==> src/rtl/gsa_pkg.sv <==
package gsa_pkg;

  // Strobes from the control path to the datapath
  typedef struct packed {
    logic clr;   // empty flags, summary and output register
    logic load;  // capture the selected byte into the output register
    logic hold;  // synchronized read-enable has been high for two samples
  } ctlStrobe_t;

endpackage

==> src/rtl/gsa_ctrl.sv <==
module gsa_ctrl #(
  parameter int NUM_BYTES   = 8,
  parameter int SYNC_STAGES = 2,
  localparam int PTR_W      = (NUM_BYTES > 1) ? $clog2(NUM_BYTES) : 1
) (
  input  logic                    clk,
  input  logic                    rstN,
  input  logic                    clearAll,
  input  logic                    statCmd,
  input  logic                    readEn,
  output gsa_pkg::ctlStrobe_t     ctl,
  output logic [PTR_W-1:0]        bytePtr
);

  localparam logic [PTR_W-1:0] LAST_PTR = PTR_W'(NUM_BYTES - 1);

  logic [SYNC_STAGES-1:0] reSync;
  logic                   reDly;
  logic                   reLevel;
  logic                   reFall;

  // Read-enable idles high, so the synchronizer resets to ones and
  // leaving reset produces no edge.
  generate
    if (SYNC_STAGES > 1) begin : g_multi
      always_ff @(posedge clk or negedge rstN) begin
        if (!rstN) reSync <= '1;
        else       reSync <= {reSync[SYNC_STAGES-2:0], readEn};
      end
    end else begin : g_single
      always_ff @(posedge clk or negedge rstN) begin
        if (!rstN) reSync <= '1;
        else       reSync <= readEn;
      end
    end
  endgenerate

  always_ff @(posedge clk or negedge rstN) begin
    if (!rstN) reDly <= 1'b1;
    else       reDly <= reLevel;
  end

  assign reLevel = reSync[SYNC_STAGES-1];
  assign reFall  = reDly & ~reLevel;

  always_ff @(posedge clk or negedge rstN) begin
    if (!rstN)                    bytePtr <= '0;
    else if (clearAll || statCmd) bytePtr <= '0;
    else if (reFall)              bytePtr <= (bytePtr == LAST_PTR) ? '0 : bytePtr + 1'b1;
  end

  always_comb begin
    ctl.clr  = clearAll;
    ctl.load = reFall & ~clearAll;
    ctl.hold = reLevel & reDly;
  end

  // a status-read command restarts readout at byte 0
  assert_cmd_restart_R6: assert property (@(posedge clk) disable iff (!rstN)
    (statCmd && !clearAll) |=> (bytePtr == '0));

  // the position after the last byte is byte 0
  assert_ptr_wrap_R7: assert property (@(posedge clk) disable iff (!rstN)
    (reFall && !clearAll && !statCmd && bytePtr == LAST_PTR) |=> (bytePtr == '0));

  // every other fall advances the read position by one
  assert_ptr_step_R5: assert property (@(posedge clk) disable iff (!rstN)
    (reFall && !clearAll && !statCmd && bytePtr != LAST_PTR)
      |=> (bytePtr == $past(bytePtr) + 1'b1));

  // a clear returns the read position to 0
  assert_clear_ptr_R3: assert property (@(posedge clk) disable iff (!rstN)
    clearAll |=> (bytePtr == '0));

endmodule

==> src/rtl/gsa_datapath.sv <==
module gsa_datapath #(
  parameter int NUM_BLOCKS = 64,
  parameter int BUS_W      = 8,
  parameter int IDX_W      = 7,
  localparam int NUM_BYTES = NUM_BLOCKS / BUS_W,
  localparam int PTR_W     = (NUM_BYTES > 1) ? $clog2(NUM_BYTES) : 1
) (
  input  logic                  clk,
  input  logic                  rstN,
  input  gsa_pkg::ctlStrobe_t   ctl,
  input  logic [PTR_W-1:0]      bytePtr,
  input  logic                  resStrobe,
  input  logic                  resFail,
  input  logic [IDX_W-1:0]      resIndex,
  output logic [BUS_W-1:0]      dataOut,
  output logic                  groupFail
);

  logic [NUM_BLOCKS-1:0] flagBits;
  logic [NUM_BLOCKS-1:0] wrEn;
  logic                  inRange;
  logic [BUS_W-1:0]      byteView [NUM_BYTES];

  assign inRange = (resIndex < IDX_W'(NUM_BLOCKS));

  // One write enable per block
  generate
    for (genvar b = 0; b < NUM_BLOCKS; b++) begin : g_dec
      assign wrEn[b] = resStrobe && inRange && (resIndex == IDX_W'(b));
    end
    for (genvar k = 0; k < NUM_BYTES; k++) begin : g_view
      assign byteView[k] = flagBits[k*BUS_W +: BUS_W];
    end
  endgenerate

  always_ff @(posedge clk or negedge rstN) begin
    if (!rstN) begin
      flagBits <= '0;
    end else if (ctl.clr) begin
      flagBits <= '0;
    end else begin
      for (int b = 0; b < NUM_BLOCKS; b++) begin
        if (wrEn[b]) flagBits[b] <= resFail;
      end
    end
  end

  always_ff @(posedge clk or negedge rstN) begin
    if (!rstN)                                  groupFail <= 1'b0;
    else if (ctl.clr)                           groupFail <= 1'b0;
    else if (resStrobe && inRange && resFail)   groupFail <= 1'b1;
  end

  always_ff @(posedge clk or negedge rstN) begin
    if (!rstN)         dataOut <= '0;
    else if (ctl.clr)  dataOut <= '0;
    else if (ctl.load) dataOut <= byteView[bytePtr];
  end

  // out-of-range strobes leave every flag alone
  assert_range_ignore_R4: assert property (@(posedge clk) disable iff (!rstN)
    (resStrobe && !inRange && !ctl.clr) |=> $stable(flagBits));

  // summary is sticky until cleared
  assert_sticky_sum_R2: assert property (@(posedge clk) disable iff (!rstN)
    (groupFail && !ctl.clr) |=> groupFail);

  // an in-range fail raises the summary
  assert_fail_sets_R2: assert property (@(posedge clk) disable iff (!rstN)
    (resStrobe && inRange && resFail && !ctl.clr) |=> groupFail);

  // a clear empties flags, summary and output
  assert_clear_all_R3: assert property (@(posedge clk) disable iff (!rstN)
    ctl.clr |=> (flagBits == '0 && !groupFail && dataOut == '0));

  // output holds while synchronized read-enable stays high
  assert_hold_high_R8: assert property (@(posedge clk) disable iff (!rstN)
    (ctl.hold && !ctl.clr) |=> $stable(dataOut));

endmodule

==> src/rtl/group_status_acc.sv <==
module group_status_acc #(
  parameter int NUM_BLOCKS  = 64,
  parameter int BUS_W       = 8,
  parameter int IDX_W       = 7,
  parameter int SYNC_STAGES = 2
) (
  input  logic              clk,
  input  logic              rstN,
  input  logic              resStrobe,
  input  logic              resFail,
  input  logic [IDX_W-1:0]  resIndex,
  input  logic              clearAll,
  input  logic              statCmd,
  input  logic              readEn,
  output logic [BUS_W-1:0]  dataOut,
  output logic              groupFail
);

  localparam int NUM_BYTES = NUM_BLOCKS / BUS_W;
  localparam int PTR_W     = (NUM_BYTES > 1) ? $clog2(NUM_BYTES) : 1;

  gsa_pkg::ctlStrobe_t ctl;
  logic [PTR_W-1:0]    bytePtr;

  gsa_ctrl #(
    .NUM_BYTES  (NUM_BYTES),
    .SYNC_STAGES(SYNC_STAGES)
  ) ctrl_i (
    .clk     (clk),
    .rstN    (rstN),
    .clearAll(clearAll),
    .statCmd (statCmd),
    .readEn  (readEn),
    .ctl     (ctl),
    .bytePtr (bytePtr)
  );

  gsa_datapath #(
    .NUM_BLOCKS(NUM_BLOCKS),
    .BUS_W     (BUS_W),
    .IDX_W     (IDX_W)
  ) data_i (
    .clk      (clk),
    .rstN     (rstN),
    .ctl      (ctl),
    .bytePtr  (bytePtr),
    .resStrobe(resStrobe),
    .resFail  (resFail),
    .resIndex (resIndex),
    .dataOut  (dataOut),
    .groupFail(groupFail)
  );

endmodule

==> config.mk <==
export PLATFORM = sky130hd
export DESIGN_NAME = group_status_acc
export DESIGN_NICKNAME = d
export VERILOG_FILES = /design/src/rtl/gsa_pkg.sv /design/src/rtl/gsa_ctrl.sv /design/src/rtl/gsa_datapath.sv /design/src/rtl/group_status_acc.sv
export SDC_FILE = /design/constraint.sdc
export NUM_CORES = 1
export LEC_CHECK = 0
export BUFFER_PORTS_ARGS = -buffer_cell sky130_fd_sc_hd__buf_4
export CORE_ASPECT_RATIO = 1.1
export CORE_MARGIN = 1
export CORE_UTILIZATION = 25
export DETAILED_ROUTE_END_ITERATION = 16
export PLACE_DENSITY = 0.49
export RECOVER_POWER = 100
export SYNTH_ARGS = -nofsm -noshare
export SYNTH_HDL_FRONTEND = slang
export SYNTH_SLANG_ARGS = --single-unit
export TNS_END_PERCENT = 20
==> constraint.sdc <==
create_clock -name clk -period 1.51 [get_ports clk]
set_clock_uncertainty 0.2 [all_clocks]
set_input_delay 0.151 -clock clk [delete_from_list [all_inputs] [get_ports clk]]
set_output_delay 0.151 -clock clk [all_outputs]
set_load 0.01 [all_outputs]
==> results.yml <==
status:
  status: "finished, violations left"
  failed_checks: "setup timing"
logic_synthesis:
  yosys.area.top_type: "dfrtp_1"
  synth.yosys.seq_area_share_pct: 45.0
  postSynthNetCount: 446
  yosys.cell_types.count: 48
  yosys.area.top_type_share_pct: 43.2
  synth-async-reset-ratio_pct: 100
  netlist_area_um2: 4400
  synth.area.top_cells: "dfrtp_1 (43%), a21oi_1 (7.4%), nand3_1 (7.3%)"
  syn-instance-count: 430
  ys.warnings.count: 0
  avgSynthCellArea_um2: 10.2
  synth_edf_count: 0
  dominantRegCellSynth: "dfrtp_1"
  synth-seq-cells: 79
drt:
  drtIter0Drc: 381
  antenna_violating_nets_post_route: 0
  drt_pre_antenna_iters: 5
  via_count: 3819
  route.detailed.vias_per_inst: 5.32
  drt_drc_violations_left: 0
  detail_route.wirelength_um: 13700
  wire_per_inst_um: 19.1
die:
  floorplan.initialDensity_pct: 25.7
  std_cell_rows: 50
  floorplan.die.height_um: 141
  ios: 23
  floorplan.die_area_um2: 18100
  die_width_um: 129
  core_area_um2: 17100
worst_setup_path:
  critPathRequiredTime_ns: 1.53
  reg2reg_from: "ctrl_i.bytePtr[0]$_DFFE_PN0P_"
  regToRegSetupSlack_ns: -0.11
  rr_worst_depth: 4
  setup.worst_path.end_class: "flip-flop"
  start_kind: "flip-flop"
  cp.arrival_ns: 1.64
  timing.rr.end: "data_i.dataOut[1]$_DFFE_PN0P_"
  worstPathMaxFanout: 7
  worst-setup-path-type: "flip-flop to flip-flop"
placement:
  final_gp_congestion: 0.778
  io_buffers: 22
  post-dp-hpwl_um: 8610
  placement.cell_area_um2: 5130
  pre_cts_ws_ns: -0.178
sta:
  timing.final.crit_share_pct: 108
  max_freq_mhz: 616
  setup-tns-final_ns: -0.748
  final_hold_viol_count: 0
  period_minus_slack_ns: 1.62
  final-max-slew-violation-count: 0
  finalSetupViolations: 9
  finalWorstSetupSlack_ns: -0.114
  timing_worst_slew_pin_value_ns: 0.729
  rsz0062_at_grt: "true"
  timing.slew.headroom_pct: 51.4
grt:
  antenna_found_initial: 0
  grt_remaining_overflow: 0
  grt_first_pass_wirelength_um: 22000
  global_route_met3_usage_pct: 3.04
  grtUsageMet2_pct: 24.2
  global_route.usage.total_pct: 15.9
  grt_busiest_layer: "met2"
  met1_usage_pct: 22.7
  largest_net_degree_at_the_start_of_global_routing: 77
  number_of_global_route_vias_before_repair: 3845
clock_tree:
  cts_inserted_buffers: 9
  htree_levels: 3
  clk_path_buf_depth: 2
  cts.clk_slew.worst_paths_ns: 0.06
  tritoncts: "done"
  cts.root.buffer_cell: "clkbuf_16"
  clk-insertion-delay-late_ns: 0.33
  clock_sinks: 79
cells_and_area:
  final_layout_size_suffix_gt1_share_pct: 32.4
  nets: 495
  insertedDiodeCount: 0
  layout.core_utilization_pct: 32.3
  finalInstanceArea_um2: 5540
  areaGrowthSynthToFinish_pct: 25.9
min_path:
  min_path_cells: 4
  holdCritStartpoint: "resStrobe"
  hold_path.class: "primary input to flip-flop"
  timing.hold.worst_endpoint: "data_i.groupFail$_DFFE_PN0P_"
job:
  drv.max_cap_violation_count: 0
power:
  p_per_area_nw_per_um2: 843
  leakagePower_nw: 2.15
  vdd.ir_drop.worst_mv: 0.492
synth_stat cells (2+ instances only):
library cell	n
and4bb_2	8
clkbuf_8	2
o21ai_2	10
nor2_1	9
nand3b_1	8
and4b_1	4
buf_1	4
nand2b_1	2
ha_1	2
nor4b_2	4
buf_2	9
nor2b_1	2
dlygate4sd1_1	2
buf_6	2
o22ai_1	7
nand4b_1	5
mux4_2	8
dfrtp_1	76
a21oi_1	65
nand4bb_1	6
o21ai_0	46
o21ai_1	8
mux2_2	15
mux2i_1	2
o31ai_1	7
clkbuf_2	4
nand4bb_2	2
clkbuf_1	15
buf_4	7
or4b_4	4
dfstp_2	3
nand3_1	64
nor3_1	3
worst max-delay path, stage by stage (launching register included):
cell     delay [ns]
dfrtp_2        0.43
buf_12         0.15
mux4_2         0.50
nor2b_2        0.14
o41ai_2        0.08
worst max-delay path by stage:
stage	slack, ns	end	start
2_1_floorplan	-0.11	data_i.dataOut[0]$_DFFE_PN0P_	ctrl_i.bytePtr[0]$_DFFE_PN0P_
3_3_place_gp	-0.14	data_i.dataOut[1]$_DFFE_PN0P_	ctrl_i.bytePtr[0]$_DFFE_PN0P_
3_5_place_dp	-0.18	data_i.dataOut[1]$_DFFE_PN0P_	ctrl_i.bytePtr[0]$_DFFE_PN0P_
4_1_cts	-0.13	data_i.dataOut[1]$_DFFE_PN0P_	ctrl_i.bytePtr[0]$_DFFE_PN0P_
5_1_grt	-0.19	data_i.dataOut[1]$_DFFE_PN0P_	ctrl_i.bytePtr[0]$_DFFE_PN0P_
6_report	-0.11	data_i.dataOut[1]$_DFFE_PN0P_	ctrl_i.bytePtr[0]$_DFFE_PN0P_
metrics by stage:
stage	std cells	hold WS [ns]	power [mW]
2_1_floorplan	430	-0.345	2.40
3_3_place_gp	691	-0.105	2.63
4_1_cts	715	0.0140	4.70
5_1_grt	718	0.0320	4.83
3_5_place_dp	691	-0.103	2.63
6_report	718	0.0273	4.67
flip-flops by register name (all words and copies together), names as in the netlist:
register          count
data_i.groupFail      1
ctrl_i.reDly          1
ctrl_i.reSync         2
data_i.dataOut        8
data_i.flagBits      64
ctrl_i.bytePtr        3
where the power goes:
part           internal [mW]  switching, mW  leakage [nW]
combinational          0.187          0.294         0.924
sequential              2.13        0.00800          1.09
clock                   1.20          0.851         0.136
total                   3.52           1.15          2.15
cell usage in the layout, fill, tap and decap left out, types with 2 or more instances in the layout:
master         count
a21oi_1           65
and4b_1            4
and4bb_2           8
buf_12            10
buf_4             51
buf_6              3
clkbuf_1          11
clkbuf_16          9
clkbuf_4           3
clkbuf_8           2
clkinv_2           2
dfrtp_1           75
dfstp_2            3
dlygate4sd3_1      5
ha_2               2
mux2_2            15
mux2i_1            2
mux4_2             8
nand3_1           64
nand3b_1           8
nand4b_1           5
nand4bb_1          6
nand4bb_2          2
nor2_1             6
nor2_2             3
nor3_1             3
nor4b_2            4
o21ai_0           46
o21ai_1            8
o21ai_2           10
o22ai_1            4
o22ai_2            3
o31ai_1            7
or4b_4             4
metal layers:
metal / share of wire (%) / wire (um)
met1: 46 / 6260
met2: 46 / 6360
met3: 6.5 / 893
met4: 1.3 / 182
met5: 0 / 0
layout make-up:
cell class,instances,area (um2)
clock buffer,13,260
inverter,1,3.75
fill,1815,11600
clock inverter,3,17.5
multi-input combinational,305,2230
sequential,79,1980
tap,234,293
timing repair buffer,83,756
cells by family after synthesis:
logic type | after synthesis | share of synthesized area (%)
adders and majority gates | 2 | 0.568
and+or+nand+nor | 132 | 21.9
AOI/OAI and AO/OA | 146 | 18.2
muxes | 25 | 8.38
DFF | 79 | 45.0
buffers and inverters | 46 | 5.91
timing repair:
action | 4_1_cts | 5_1_grt
cloned | 1 | 0
hold buffers | 5 | 0
resized for setup | 6 | 13
buffers inserted | 2 | 3
setup endpoints to repair | 9 | 11
pin swaps | 2 | 3
hold endpoints to repair | 87 | 0
Note: power is estimated with default switching activity, not from simulation.
